## config.mk

```make
export PLATFORM = sky130hd
export DESIGN_NAME = pwerr_capture_regs
export DESIGN_NICKNAME = d
export VERILOG_FILES = /design/src/rtl/pwerr_pkg.sv /design/src/rtl/pwerr_axil_port.sv /design/src/rtl/pwerr_capture.sv /design/src/rtl/pwerr_irq_ctl.sv /design/src/rtl/pwerr_capture_regs.sv
export SDC_FILE = /design/constraint.sdc
export NUM_CORES = 1
export LEC_CHECK = 0
export ABC_AREA = 1
export BUFFER_PORTS_ARGS = -buffer_cell sky130_fd_sc_hd__clkbuf_2
export CORE_MARGIN = 3
export CORE_UTILIZATION = 40
export DETAILED_ROUTE_END_ITERATION = 8
export PLACE_DENSITY_LB_ADDON = 0.3
export SETUP_SLACK_MARGIN = 0.4
export SYNTH_ARGS = -nofsm -noshare
export SYNTH_HDL_FRONTEND = slang
export SYNTH_HIERARCHICAL = 1
export SYNTH_SLANG_ARGS = --single-unit
```

## constraint.sdc

```tcl
create_clock -name clk -period 2.2 [get_ports clk]
set_input_delay 0.44 -clock clk [delete_from_list [all_inputs] [get_ports clk]]
set_output_delay 0.44 -clock clk [all_outputs]
set_load 0.01 [all_outputs]
```

## src/rtl/pwerr_pkg.sv

```systemverilog
package pwerr_pkg;
  localparam int unsigned DATA_W = 32;
  localparam int unsigned STRB_W = DATA_W / 8;
  localparam int unsigned NUM_REGS = 4;

  typedef enum logic [1:0] {
    SEL_STATUS = 2'd0,
    SEL_ADDR   = 2'd1,
    SEL_GIE    = 2'd2,
    SEL_IER    = 2'd3
  } reg_sel_e;

  localparam logic [1:0] RESP_OKAY = 2'b00;
endpackage

```

## src/rtl/pwerr_axil_port.sv

```systemverilog
module pwerr_axil_port
  import pwerr_pkg::*;
#(
  parameter int unsigned CSR_AW = 5,
  localparam int unsigned IDX_W = CSR_AW - 2
) (
  input  logic              clk,
  input  logic              rst_n,
  input  logic [CSR_AW-1:0] awaddr,
  input  logic              awvalid,
  output logic              awready,
  input  logic [DATA_W-1:0] wdata,
  input  logic [STRB_W-1:0] wstrb,
  input  logic              wvalid,
  output logic              wready,
  output logic [1:0]        bresp,
  output logic              bvalid,
  input  logic              bready,
  input  logic [CSR_AW-1:0] araddr,
  input  logic              arvalid,
  output logic              arready,
  output logic [DATA_W-1:0] rdata,
  output logic [1:0]        rresp,
  output logic              rvalid,
  input  logic              rready,
  output logic              wr_en_o,
  output logic [IDX_W-1:0]  wr_idx_o,
  output logic [DATA_W-1:0] wr_data_o,
  output logic [STRB_W-1:0] wr_strb_o,
  output logic              rd_en_o,
  output logic [IDX_W-1:0]  rd_idx_o,
  input  logic [DATA_W-1:0] rd_data_i
);
  logic              bvalid_q;
  logic              rvalid_q;
  logic [DATA_W-1:0] rdata_q;
  logic              wr_hs;
  logic              rd_hs;

  // address and data are taken only as a pair, and only with the response slot free
  assign awready = wvalid  && !bvalid_q;
  assign wready  = awvalid && !bvalid_q;
  assign arready = !rvalid_q;
  assign wr_hs   = awvalid && wvalid && !bvalid_q;
  assign rd_hs   = arvalid && !rvalid_q;

  assign wr_en_o   = wr_hs;
  assign wr_idx_o  = awaddr[CSR_AW-1:2];
  assign wr_data_o = wdata;
  assign wr_strb_o = wstrb;
  assign rd_en_o   = rd_hs;
  assign rd_idx_o  = araddr[CSR_AW-1:2];

  always_ff @(posedge clk) begin
    if (!rst_n) begin
      bvalid_q <= 1'b0;
    end else if (wr_hs) begin
      bvalid_q <= 1'b1;
    end else if (bready) begin
      bvalid_q <= 1'b0;
    end
  end

  always_ff @(posedge clk) begin
    if (!rst_n) begin
      rvalid_q <= 1'b0;
      rdata_q  <= '0;
    end else if (rd_hs) begin
      rvalid_q <= 1'b1;
      rdata_q  <= rd_data_i;
    end else if (rready) begin
      rvalid_q <= 1'b0;
    end
  end

  assign bvalid = bvalid_q;
  assign bresp  = RESP_OKAY;
  assign rvalid = rvalid_q;
  assign rdata  = rdata_q;
  assign rresp  = RESP_OKAY;


  b_hold_chk: assert property (@(posedge clk) disable iff (!rst_n)
    (bvalid && !bready) |=> bvalid);

  r_hold_chk: assert property (@(posedge clk) disable iff (!rst_n)
    (rvalid && !rready) |=> (rvalid && $stable(rdata)));

  no_wr_over_pending_chk: assert property (@(posedge clk) disable iff (!rst_n)
    bvalid |-> !(awready && wready));

  okay_resp_chk: assert property (@(posedge clk) disable iff (!rst_n)
    (bvalid |-> bresp == 2'b00) and (rvalid |-> rresp == 2'b00));
endmodule

```

## src/rtl/pwerr_capture.sv

```systemverilog
module pwerr_capture #(
  parameter int unsigned ADDR_W = 32,
  parameter int unsigned FLD_W  = 20,
  localparam int unsigned REC_W = FLD_W + 2
) (
  input  logic              clk,
  input  logic              rst_n,
  input  logic              err_wr_i,
  input  logic              err_tmo_i,
  input  logic [ADDR_W-1:0] addr_i,
  input  logic [FLD_W-1:0]  fields_i,
  input  logic              clr_i,
  output logic              valid_o,
  output logic [REC_W-1:0]  rec_o,
  output logic [ADDR_W-1:0] addr_o
);
  logic              valid_q;
  logic [REC_W-1:0]  rec_q;
  logic [ADDR_W-1:0] addr_q;
  logic              event_seen;
  logic              take;

  assign event_seen = err_wr_i || err_tmo_i;
  // a clearing read frees the slot in the same edge, so a coincident failure is kept
  assign take = event_seen && (!valid_q || clr_i);

  always_ff @(posedge clk) begin
    if (!rst_n) begin
      valid_q <= 1'b0;
      rec_q   <= '0;
      addr_q  <= '0;
    end else if (take) begin
      valid_q <= 1'b1;
      rec_q   <= {fields_i, err_tmo_i, err_wr_i};
      addr_q  <= addr_i;
    end else if (clr_i) begin
      valid_q <= 1'b0;
      rec_q   <= '0;
    end
  end

  assign valid_o = valid_q;
  assign rec_o   = rec_q;
  assign addr_o  = addr_q;


  arm_capture_chk: assert property (@(posedge clk) disable iff (!rst_n)
    (!valid_q && event_seen) |=> valid_q);

  held_record_chk: assert property (@(posedge clk) disable iff (!rst_n)
    (valid_q && !clr_i) |=> ($stable(rec_q) && $stable(addr_q) && valid_q));

  clear_chk: assert property (@(posedge clk) disable iff (!rst_n)
    (clr_i && !event_seen) |=> (!valid_q && rec_q == '0));

  addr_keep_chk: assert property (@(posedge clk) disable iff (!rst_n)
    !event_seen |=> $stable(addr_q));
endmodule

```

## src/rtl/pwerr_irq_ctl.sv

```systemverilog
module pwerr_irq_ctl (
  input  logic clk,
  input  logic rst_n,
  input  logic gie_we_i,
  input  logic ier_we_i,
  input  logic bit_i,
  input  logic pend_i,
  output logic gie_o,
  output logic ier_o,
  output logic irq_o
);
  logic gie_q;
  logic ier_q;

  always_ff @(posedge clk) begin
    if (!rst_n) begin
      gie_q <= 1'b0;
      ier_q <= 1'b0;
    end else begin
      if (gie_we_i) gie_q <= bit_i;
      if (ier_we_i) ier_q <= bit_i;
    end
  end

  assign gie_o = gie_q;
  assign ier_o = ier_q;
  assign irq_o = gie_q && ier_q && pend_i;


  irq_needs_pend_chk: assert property (@(posedge clk) disable iff (!rst_n)
    !pend_i |-> !irq_o);

  gie_steady_chk: assert property (@(posedge clk) disable iff (!rst_n)
    !gie_we_i |=> $stable(gie_q));

  ier_steady_chk: assert property (@(posedge clk) disable iff (!rst_n)
    !ier_we_i |=> $stable(ier_q));
endmodule

```

## src/rtl/pwerr_capture_regs.sv

```systemverilog
module pwerr_capture_regs
  import pwerr_pkg::*;
#(
  parameter int unsigned ADDR_W  = 32,
  parameter int unsigned LEN_W   = 8,
  parameter int unsigned SIZE_W  = 3,
  parameter int unsigned BURST_W = 2,
  parameter int unsigned CACHE_W = 4,
  parameter int unsigned PROT_W  = 3,
  parameter int unsigned CSR_AW  = 5
) (
  input  logic               clk,
  input  logic               rst_n,
  input  logic               err_wr_i,
  input  logic               err_tmo_i,
  input  logic [ADDR_W-1:0]  txn_addr_i,
  input  logic [LEN_W-1:0]   txn_len_i,
  input  logic [SIZE_W-1:0]  txn_size_i,
  input  logic [BURST_W-1:0] txn_burst_i,
  input  logic [CACHE_W-1:0] txn_cache_i,
  input  logic [PROT_W-1:0]  txn_prot_i,
  input  logic [CSR_AW-1:0]  s_axil_awaddr,
  input  logic               s_axil_awvalid,
  output logic               s_axil_awready,
  input  logic [31:0]        s_axil_wdata,
  input  logic [3:0]         s_axil_wstrb,
  input  logic               s_axil_wvalid,
  output logic               s_axil_wready,
  output logic [1:0]         s_axil_bresp,
  output logic               s_axil_bvalid,
  input  logic               s_axil_bready,
  input  logic [CSR_AW-1:0]  s_axil_araddr,
  input  logic               s_axil_arvalid,
  output logic               s_axil_arready,
  output logic [31:0]        s_axil_rdata,
  output logic [1:0]         s_axil_rresp,
  output logic               s_axil_rvalid,
  input  logic               s_axil_rready,
  output logic               irq_o
);
  localparam int unsigned IDX_W  = CSR_AW - 2;
  localparam int unsigned FLD_W  = LEN_W + SIZE_W + BURST_W + CACHE_W + PROT_W;
  localparam int unsigned REC_W  = FLD_W + 2;
  localparam int unsigned STAT_W = REC_W + 1;

  logic              wr_en;
  logic [IDX_W-1:0]  wr_idx;
  logic [DATA_W-1:0] wr_data;
  logic [STRB_W-1:0] wr_strb;
  logic              rd_en;
  logic [IDX_W-1:0]  rd_idx;
  logic [DATA_W-1:0] rd_data;

  logic              cap_valid;
  logic [REC_W-1:0]  cap_rec;
  logic [ADDR_W-1:0] cap_addr;
  logic [FLD_W-1:0]  txn_fields;
  logic              stat_clr;
  logic              gie;
  logic              ier;
  logic              gie_we;
  logic              ier_we;
  logic              wr_mapped;
  logic              rd_mapped;
  reg_sel_e          wr_sel;
  reg_sel_e          rd_sel;
  logic [STAT_W-1:0] stat_word;

  pwerr_axil_port #(.CSR_AW(CSR_AW)) u_port (
    .clk      (clk),
    .rst_n    (rst_n),
    .awaddr   (s_axil_awaddr),
    .awvalid  (s_axil_awvalid),
    .awready  (s_axil_awready),
    .wdata    (s_axil_wdata),
    .wstrb    (s_axil_wstrb),
    .wvalid   (s_axil_wvalid),
    .wready   (s_axil_wready),
    .bresp    (s_axil_bresp),
    .bvalid   (s_axil_bvalid),
    .bready   (s_axil_bready),
    .araddr   (s_axil_araddr),
    .arvalid  (s_axil_arvalid),
    .arready  (s_axil_arready),
    .rdata    (s_axil_rdata),
    .rresp    (s_axil_rresp),
    .rvalid   (s_axil_rvalid),
    .rready   (s_axil_rready),
    .wr_en_o  (wr_en),
    .wr_idx_o (wr_idx),
    .wr_data_o(wr_data),
    .wr_strb_o(wr_strb),
    .rd_en_o  (rd_en),
    .rd_idx_o (rd_idx),
    .rd_data_i(rd_data)
  );

  // offsets beyond the fourth word decode to nothing
  assign wr_mapped = (wr_idx >> 2) == '0;
  assign rd_mapped = (rd_idx >> 2) == '0;
  assign wr_sel    = reg_sel_e'(wr_idx[1:0]);
  assign rd_sel    = reg_sel_e'(rd_idx[1:0]);

  assign txn_fields = {txn_prot_i, txn_cache_i, txn_burst_i, txn_size_i, txn_len_i};
  assign stat_clr   = rd_en && rd_mapped && (rd_sel == SEL_STATUS);

  pwerr_capture #(.ADDR_W(ADDR_W), .FLD_W(FLD_W)) u_capture (
    .clk      (clk),
    .rst_n    (rst_n),
    .err_wr_i (err_wr_i),
    .err_tmo_i(err_tmo_i),
    .addr_i   (txn_addr_i),
    .fields_i (txn_fields),
    .clr_i    (stat_clr),
    .valid_o  (cap_valid),
    .rec_o    (cap_rec),
    .addr_o   (cap_addr)
  );

  assign gie_we = wr_en && wr_mapped && (wr_sel == SEL_GIE) && wr_strb[0];
  assign ier_we = wr_en && wr_mapped && (wr_sel == SEL_IER) && wr_strb[0];

  pwerr_irq_ctl u_irq (
    .clk     (clk),
    .rst_n   (rst_n),
    .gie_we_i(gie_we),
    .ier_we_i(ier_we),
    .bit_i   (wr_data[0]),
    .pend_i  (cap_valid),
    .gie_o   (gie),
    .ier_o   (ier),
    .irq_o   (irq_o)
  );

  assign stat_word = {cap_rec, cap_valid};

  always_comb begin
    rd_data = '0;
    if (rd_mapped) begin
      unique case (rd_sel)
        SEL_STATUS: rd_data = DATA_W'(stat_word);
        SEL_ADDR:   rd_data = DATA_W'(cap_addr);
        SEL_GIE:    rd_data = DATA_W'(gie);
        SEL_IER:    rd_data = DATA_W'(ier);
        default:    rd_data = '0;
      endcase
    end
  end

  initial begin

    stat_fits_chk: assert (STAT_W <= DATA_W && ADDR_W <= DATA_W && CSR_AW >= 4);
  end


  irq_gate_chk: assert property (@(posedge clk) disable iff (!rst_n)
    irq_o |-> (gie && ier));

  addr_ro_chk: assert property (@(posedge clk) disable iff (!rst_n)
    (!err_wr_i && !err_tmo_i) |=> $stable(cap_addr));
endmodule

```

Word-level counts from Yosys, hierarchy flattened
Cells that the tools add are included.
- flip-flop bits (word level): 91
- bits of input ports: 107
- output and inout port bits: 42
- logic and storage cells: 49
- equality and inequality tests: 5
- mux-type cells: 10
- reductions and logical operators: 26
- operators by type and width (kind ; number):
    $pmux 32 s4 ; 1
    $mux 22 ; 2
    $mux 32 ; 1
    $logic_and 1x1->1 ; 15
    $eq 2x2->1 const B ; 4
    $logic_not 3->1 ; 2
    $mux 1 ; 6
    $reduce_bool 2->1 ; 3
    $logic_not 1->1 ; 3
    $eq 2x1->1 const B ; 1
    $logic_not 2->1 ; 1
    $logic_or 1x1->1 ; 2

Logic depth before layout (Yosys ltp)
Gate-level depths: netlist of the first run.
- depth in word-level cells: 7
- gate-level depth with buffers: 14
- depth with buffers taken out: 10

Hierarchy
The synthesis of the first run kept the hierarchy.
- by module, submodules not included (module ; instances ; cells an instance ; area each (µm²)):
    pwerr_capture ; 1 ; 246 ; 2053.2
    pwerr_axil_port ; 1 ; 273 ; 1838.0
    pwerr_capture_regs ; 1 ; 112 ; 500.5
    pwerr_irq_ctl ; 1 ; 12 ; 85.1

Worst setup path after synthesis of the first run
Ideal clock, no wire load.
- path kind: input to register
- from: in s_axil_araddr[4]
- to: reg u_capture.addr_q[3] (netlist: u_capture/addr_o[3])
- library setup time: 0.116 ns
- arrival time: 1.761 ns
- path slack: 0.323 ns
- stages: 12
- cell sequence: buf_4 clkbuf_1 clkbuf_1 nor2_1 inv_2 nand2_4 nand2_2 buf_6 inv_4 buf_6 nor2_1 nor2_1
- word-level cells in the longest chain between the ends: 5
- RTL lines (what ; line ; source):
    start, declared ; pwerr_capture_regs.sv:32 ; input logic [CSR_AW-1:0] s_axil_araddr,
    $logic_not 3->1 ; pwerr_capture_regs.sv:100 ; assign rd_mapped = (rd_idx >> 2) == '0;
    $logic_and 1x1->1 (2 in series) ; pwerr_capture_regs.sv:105 ; assign stat_clr = rd_en && rd_mapped && (rd_sel == SEL_STATUS);
    via stat_clr ; pwerr_capture_regs.sv:58 ; logic stat_clr;
    $logic_or 1x1->1 ; pwerr_capture.sv:25 ; assign take = event_seen && (!valid_q || clr_i);
    $logic_and 1x1->1 ; pwerr_capture.sv:25 ;
    end signal, assigned ; pwerr_capture.sv:35 ; addr_q <= addr_i;
    end, declared ; pwerr_capture.sv:19 ; logic [ADDR_W-1:0] addr_q;
The timed path passes the listed nets, and every way through them passes these cells.
A chain may end at the register's enable or synchronous reset.

Worst setup path after layout of the first run
- from: reg u_port.rvalid_q (netlist: u_port/rvalid)
- to: reg u_capture.addr_q[6] (netlist: u_capture/addr_o[6])
- word-level cells in the longest chain between the ends: 6
- RTL lines (what ; line ; source):
    start, declared ; pwerr_axil_port.sv:35 ; logic rvalid_q;
    start signal, assigned ; pwerr_axil_port.sv:66 ; rvalid_q <= 1'b0;
    start signal, assigned ; pwerr_axil_port.sv:69 ; rvalid_q <= 1'b1;
    start signal, assigned ; pwerr_axil_port.sv:72 ; rvalid_q <= 1'b0;
    $logic_not 1->1 ; pwerr_axil_port.sv:45 ; assign rd_hs = arvalid && !rvalid_q;
    $logic_and 1x1->1 ; pwerr_axil_port.sv:45 ;
    via rd_en ; pwerr_capture_regs.sv:50 ; logic rd_en;
    $logic_and 1x1->1 (2 in series) ; pwerr_capture_regs.sv:105 ;
    via stat_clr ; pwerr_capture_regs.sv:58 ;
    $logic_or 1x1->1 ; pwerr_capture.sv:25 ;
    $logic_and 1x1->1 ; pwerr_capture.sv:25 ;
The timed path passes the listed nets, and every way through them passes these cells.

==> out/metrics.cfg, run 1 <==
[outcome]
status=finished, final reports clean

[timing]
min_period_over_period=0.731
period_needed_ps=1610
worst_pin_slew_ps=725
hold_viol=0
timing.fmax_mhz=622
slew_violations=0
rsz0062_at_grt=no
setup_tns_ps=0
setup_viol_count_final=0
relSlewSlack=0.516
final.setup_skew_ps=7.98

[detailed_routing]
ant_nets=0
num_vias=3884
drc=0
drt-pass1-iter-count=5
post_drt_wl_per_cell_um=12.8
wl_mm=10.6
routed_via_density=4.70
first_iter_violations=253

[grt]
grt_overflow_total=0
grt_max_degree=47
grt_pass1_vias=3667
grt_usage=0.183
grt_pass1_wl_mm=17.2
grt_antenna_before_repair=0

[min_path]
worstHoldStart=txn_addr_i[0]
hold_class=in2reg
hold_depth=3
hold_path_end=u_capture/addr_o[0]

[final_layout]
final_layout_size_suffix_gt1_frac=0.229
areaGrowthSynthToFinish_pct=15.5
fin_nets=796
diodes=0
stdcell_count=827

[place]
hpwl_mm=7.67
dp_cells=811
io_buffers=106
gp_congestion=0.855

[die]
die_w_um=109
die_area_sq_um=11800
rows=36
io_pins=149
initial_core_util=0.422
fp.dieH_um=109
core_sq_um=10000

[clocking]
cts_resized=0
cts_hold_buf=0
cts_tree=built
clk_latency_ps=350
cts_htree_levels=3
clk_pin_slew_ps=90
cts.path.max_buffers=2
cts_setup_buffers=0
numCtsBuffers=9
cts_num_sinks=91
cts_root_buf=clkbuf_8

[critical_path]
r2r-start=u_port/rvalid
arrival_ps=1850
endpoint_kind=flip-flop
reg2reg_slack_ps=590
crit_type=reg2reg
crit_path_max_fanout=18
r2r-end=u_capture/addr_o[6]
cp.required_ps=2440
start_kind=flip-flop
r2r_cells=9

[power]
total_leakage_power_nw=2.24
vdd_ir_drop_max_mv=0.292
p_per_area_nw_per_um2=724

[logic_synthesis]
yosys_warnings=6
synthCells=609
syn_avg_cell_area_sq_um=6.93
syn-cell-area_sq_um=4220

[job]
cap_violations=0

[power by group]
group | internal [mW] | switching (mW)
Combinational | 0.233 | 0.372
Sequential | 1.78 | 0.0743
Clock | 0.505 | 0.565
Total | 2.52 | 1.01
[sequential cells by signal, summed over array words and instances (netlist names)]
signal and cells:
u_port/rdata 32, u_capture/addr_o 32, u_irq/gie_o 1, u_port/bvalid 1, u_irq/ier_o 1, u_capture/rec_o 22, u_port/rvalid 1, u_capture/valid_o 1
[cells in the final DEF (no fill, tap or decap), drive strengths merged]
cell type and n:
a21oi 47, buf 13, nor3b 1, inv 60
and3 1, clkbuf 119, nor3 1, nand3 78
clkinv 2, clkinvlp 1, conb 4, nor2 149
dfxtp 91, nand2 95, o21ai 32
[area by class of cell]
class                      instances  area [sq um]
clock buffer                      13           169
multi-input combinational        408          1830
clock inverter                     3          21.3
fill                            1067          5120
sequential                        91          1820
timing repair buffer             119           641
inverter                          60           228
tap                              133           166
[worst max-delay path, stage by stage (launching register included)]
cell	delay (ps)
dfxtp_1	380
nor2_4	160
nand2_1	60
nor2_1	110
inv_2	60
nand2_4	60
nand2_2	170
buf_4	250
o21ai_0	190
nor2_1	60
[worst max-delay path by stage]
stage / startpoint / endpoint / cells after the start
after floorplan: s_axil_arvalid / u_capture/addr_o[10] / 13
after global placement: s_axil_araddr[2] / u_port/rdata[17] / 10
after detailed placement: s_axil_araddr[3] / u_capture/addr_o[6] / 10
after CTS: u_port/rvalid / u_capture/addr_o[6] / 9
after global routing: u_port/rvalid / u_capture/addr_o[1] / 9
final: u_port/rvalid / u_capture/addr_o[6] / 9
[metal layers]
metal  track usage  wire [um]  vias to the layer above
met5             0          0                        -
met4        0.0703        212                        0
met3        0.0367        561                       16
met2         0.283       4800                      101
met1         0.251       5010                     1723
li1              -          -                     2044
[per-stage QoR]
step                      setup WS, ps  area (sq um)  hold slack (ps)   util  power [mW]
after floorplan                    392          4240              451      -        2.34
after global placement             418          4690              461  0.469        2.49
after detailed placement           385          4690              465  0.469        2.51
after CTS                          571          4880              314  0.488        3.57
after global routing               420          4880              328  0.488        3.74
final                              592          4880              332  0.488        3.53
(Power assumes the default switching activity.)
==> inputs of run 2 (changes only) <==
==> constraint.sdc (replaced) <==
create_clock -name clk -period 1.43 [get_ports clk]
set_input_delay 0.286 -clock clk [delete_from_list [all_inputs] [get_ports clk]]
set_output_delay 0.286 -clock clk [all_outputs]
set_load 0.01 [all_outputs]
==> run 2 against run 1 <==
Net effect:
- fmax up 18%
- global-route usage up 0.77 points
- first-iteration DRC count down 16%
- largest power group unchanged
- cell count up 1.9%
- highest routed layer unchanged
- combinational power up 100%
- utilization up 7.7 points
==> out/metrics.cfg, run 2 (synthesized netlist as in run 1, its figures left out) <==
[place]
io_buffers=106
gp_congestion=0.778
hpwl_mm=7.77
preCtsSetupSlack_ps=-92.0
placed_cell_area_sq_um=4860

[final_layout]
diodes=0
utilization=0.565
final_layout_size_suffix_gt1_frac=0.342
fin_nets=814
stdcell_area_sq_um=5650
final_common_cell=nor2_1
areaGrowthSynthToFinish_pct=33.7
final_cell_mix=140 x nor2_1, 83 x nand2_1, 67 x clkbuf_2

[die]
die_w_um=109
fp.dieH_um=109
io_pins=149
die_area_sq_um=11800
rows=36
core_sq_um=10000
initial_core_util=0.422

[grt]
grt_antenna_before_repair=0
grt_pass1_wl_mm=17.7
grt_max_degree=68
grt_overflow_total=0
grt_usage=0.190
grt_pass1_vias=3697

[clocking]
numCtsBuffers=9
cts_root_buf=clkbuf_8
cts_htree_levels=3
clk_latency_ps=360
cts_num_sinks=91
clk_pin_slew_ps=90
cts_hold_buf=0
cts.path.max_buffers=2
cts_tree=built

[timing]
min_period_over_period=0.953
hold_viol=0
period_needed_ps=1360
slew_violations=0
timing.fmax_mhz=733
setup_viol_count_final=0
setup_ws_ps=66.6
hold_slack_ps=150
final.setup_skew_ps=9.02
rsz0062_at_grt=yes

[critical_path]
endpoint_kind=flip-flop
cp.required_ps=1690
crit_path_max_fanout=14
start_kind=flip-flop
r2r-start=u_port/rvalid
r2r_cells=9
crit_type=reg2reg
r2r-end=u_capture/addr_o[24]
arrival_ps=1620
reg2reg_slack_ps=70

[power]
swShare=0.289
power_frac_comb=0.218
vdd_ir_drop_max_mv=0.454
total_power_mw=5.71
power.switching_mw=1.65
clkPwrFrac=0.276
p_per_area_nw_per_um2=1010
total_leakage_power_nw=2.55
p_int_mw=4.06
p_seq_frac=0.506

[detailed_routing]
drc=0
num_vias=3941
ant_nets=0
post_drt_wl_per_cell_um=13.4
drt-pass1-iter-count=4
first_iter_violations=212
routed_via_density=4.67
wl_mm=11.3

[outcome]
status=finished, final reports clean

[min_path]
hold_path_end=u_capture/addr_o[13]
hold_class=in2reg
hold_depth=3
worstHoldStart=txn_addr_i[13]

[job]
cap_violations=0

==> run 2: cell types whose count changed in the layout (fill, tap and decap cells not counted), moves of 25 or more <==
| cell | delta |
|---|---|
| dfxtp_2 | +36 |
| o21ai_1 | +25 |
| buf_6 | +42 |
| o21ai_0 | -27 |
| clkbuf_2 | -39 |
| dfxtp_1 | -37 |
==> run 2: layout make-up <==
type / count / area (sq um)
Clock buffer: 12 / 155
Clock inverter: 2 / 12.5
Fill cell: 993 / 4350
Inverter: 60 / 240
Multi-Input combinational cell: 408 / 1970
Sequential cell: 91 / 1870
Tap cell: 133 / 166
Timing Repair Buffer: 137 / 1230
==> run 2: worst max-delay path by stage <==
stage | end | start | cells past startpoint
final | u_capture/addr_o[24] | u_port/rvalid | 9
after global routing | u_capture/addr_o[22] | u_port/rvalid | 10
after CTS | u_capture/addr_o[30] | u_port/rvalid | 9
after detailed placement | u_capture/rec_o[14] | s_axil_arvalid | 10
after global placement | u_capture/addr_o[2] | s_axil_arvalid | 11
after floorplan | u_capture/addr_o[10] | s_axil_arvalid | 13
==> run 2: critical path: stages (launching register included) <==
cell and delay, ps:
dfxtp_2 340, nor2_4 110, nand2_1 80, nor2_2 120
inv_2 60, nand2_4 70, nand2_4 100, buf_6 170
o21ai_0 150, nor2_1 70
==> run 2: repair_timing <==
action,in CTS,in global routing
gates cloned,3,1
resized for setup,54,116
pin swaps,4,9
buffers inserted,5,2
setup endpoints to repair,125,128
==> run 2: through the flow <==
stage	instances	setup TNS, ps
final	843	0
after global routing	843	-33.0
after CTS	840	0
after detailed placement	818	-3300
after global placement	818	-2180
after floorplan	612	-7960
==> run 2: layer usage <==
metal / track usage / up-vias / routed length (um)
li1: - / 2083 / -
met1: 0.258 / 1762 / 5210
met2: 0.306 / 92 / 5390
met3: 0.0373 / 4 / 587
met4: 0.0595 / 0 / 69
met5: 0 / - / 0
==> run 2: power groups by stage <==
| stage | Sequential [mW] | Clock, mW | Combinational (mW) |
|---|---|---|---|
| floorplan | 2.93 | 0 | 0.704 |
| global placement | 2.91 | 0 | 0.998 |
| detailed placement | 2.92 | 0 | 1.03 |
| CTS | 2.87 | 1.60 | 1.12 |
| global route | 2.92 | 1.72 | 1.38 |
| finish | 2.89 | 1.57 | 1.24 |
==> inputs of run 3 (changes only) <==
--- a/config.mk
+++ b/config.mk
@@ -11,6 +11,7 @@
 export CORE_UTILIZATION = 40
 export DETAILED_ROUTE_END_ITERATION = 8
 export PLACE_DENSITY_LB_ADDON = 0.3
+export RECOVER_POWER = 25
 export SETUP_SLACK_MARGIN = 0.4
 export SYNTH_ARGS = -nofsm -noshare
 export SYNTH_HDL_FRONTEND = slang
==> run 3 against run 2 <==
Net effect:
- register-to-register slack about the same
- fmax up 0.50%
- sequential share of layout area about the same
- power down 0.11%
- highest routed layer unchanged
==> out/metrics.cfg, run 3 (synthesized netlist as in run 1, its figures left out) <==
[final_layout]
seqCellArea_sq_um=1870
multi_input_area_sq_um=1970
final_common_cell=nor2_1
fin_nets=814
final_cell_mix=140 x nor2_1, 83 x nand2_1, 67 x clkbuf_2
utilization=0.564
fillers=997
diodes=0
final_layout_size_suffix_gt1_frac=0.339
areaGrowthSynthToFinish_pct=33.6

[grt]
grtUsageMet1=0.258
grt_overflow_total=0
busiest_layer=met2
grt_pass1_vias=3697
grt_util_met2=0.306
grt_usage=0.190
grt_pass1_wl_mm=17.7
grt_max_degree=68
met3_usage=0.0373
grt_antenna_before_repair=0

[power]
total_leakage_power_nw=2.54
p_per_area_nw_per_um2=1010
vdd_ir_drop_max_mv=0.452

[min_path]
hold_class=in2reg

[critical_path]
arrival_ps=1600
crit_type=reg2reg
crit_path_max_fanout=14
start_kind=flip-flop
endpoint_kind=flip-flop
cp.required_ps=1680

[detailed_routing]
drt-pass1-iter-count=5
post_drt_wl_per_cell_um=13.3
ant_nets=0
wl_mm=11.2
first_iter_violations=213
num_vias=3994
routed_via_density=4.74
drc=0

[timing]
hold_viol=0
min_period_over_period=0.949
final.setup_skew_ps=7.76
setup_ws_ps=73.3
period_needed_ps=1360
setup_viol_count_final=0
timing.fmax_mhz=737
rsz0062_at_grt=yes
slew_violations=0

[die]
die_area_sq_um=11800
core_sq_um=10000
fp.dieH_um=109
die_w_um=109
rows=36
io_pins=149
initial_core_util=0.422

[clocking]
cts_root_buf=clkbuf_8
clk_pin_slew_ps=90
numCtsBuffers=9
cts_num_sinks=91
clk_latency_ps=350
cts_tree=built
cts.path.max_buffers=2
cts_htree_levels=3

[place]
io_buffers=106
preCtsSetupSlack_ps=-92.0
gp_congestion=0.778
hpwl_mm=7.77

[job]
cap_violations=0

[outcome]
status=finished, final reports clean

## run 3: power breakdown
| part | internal (mW) | switching [mW] |
|---|---|---|
| Clock | 0.707 | 0.861 |
| Sequential | 2.76 | 0.135 |
| Combinational | 0.594 | 0.648 |
| Total | 4.06 | 1.64 |
## run 3: worst max-delay path, cell delays in order (launching register included)
cell and delay (ps):
dfxtp_2 340, nor2_4 110, nand2_1 80, nor2_2 110
inv_2 60, nand2_4 70, nand2_4 100, buf_6 170
o21ai_0 150, nor2_1 60
## run 3: cell type report
type / count / area share
multi-input combinational: 408 / 0.349
sequential: 91 / 0.331
timing repair buffer: 137 / 0.218
inverter: 60 / 0.0426
tap: 133 / 0.0295
clock buffer: 12 / 0.0275
clock inverter: 2 / 0.00222
## run 3: metal layers
layer / part of all wire / up-vias
li1: - / 2085
met1: 0.46 / 1791
met2: 0.48 / 110
met3: 0.046 / 8
met4: 0.0093 / 0
met5: 0 / -
## run 3: repair_timing
action                     4_1_cts  5_1_grt
cloned                           3        1
setup buffers                    5        2
hold buffers                     0        0
setup endpoints to repair      125      128
pin swaps                        4        9
gates resized for setup         54      116
## run 3: path summary, 6_finish.rpt
check	to	slack (ps)	from	depth (start not counted)
max	u_capture/addr_o[24]	70	u_port/rvalid	9
min	u_capture/addr_o[13]	160	txn_addr_i[13]	3
max reg2reg	u_capture/addr_o[24]	70	u_port/rvalid	9
min reg2reg	u_capture/rec_o[12]	480	u_capture/rec_o[12]	2
## run 3: metrics by stage
step | power [mW] | instance area, sq um | instances | setup TNS (ps) | hold WS (ps)
after floorplan | 3.63 | 4320 | 612 | -7960 | 421
after global placement | 3.91 | 4860 | 818 | -2180 | 456
after detailed placement | 3.95 | 4860 | 818 | -3300 | 464
after CTS | 5.60 | 5260 | 840 | 0 | 139
after global routing | 6.02 | 5640 | 843 | -33.0 | 155
final | 5.70 | 5640 | 843 | 0 | 156
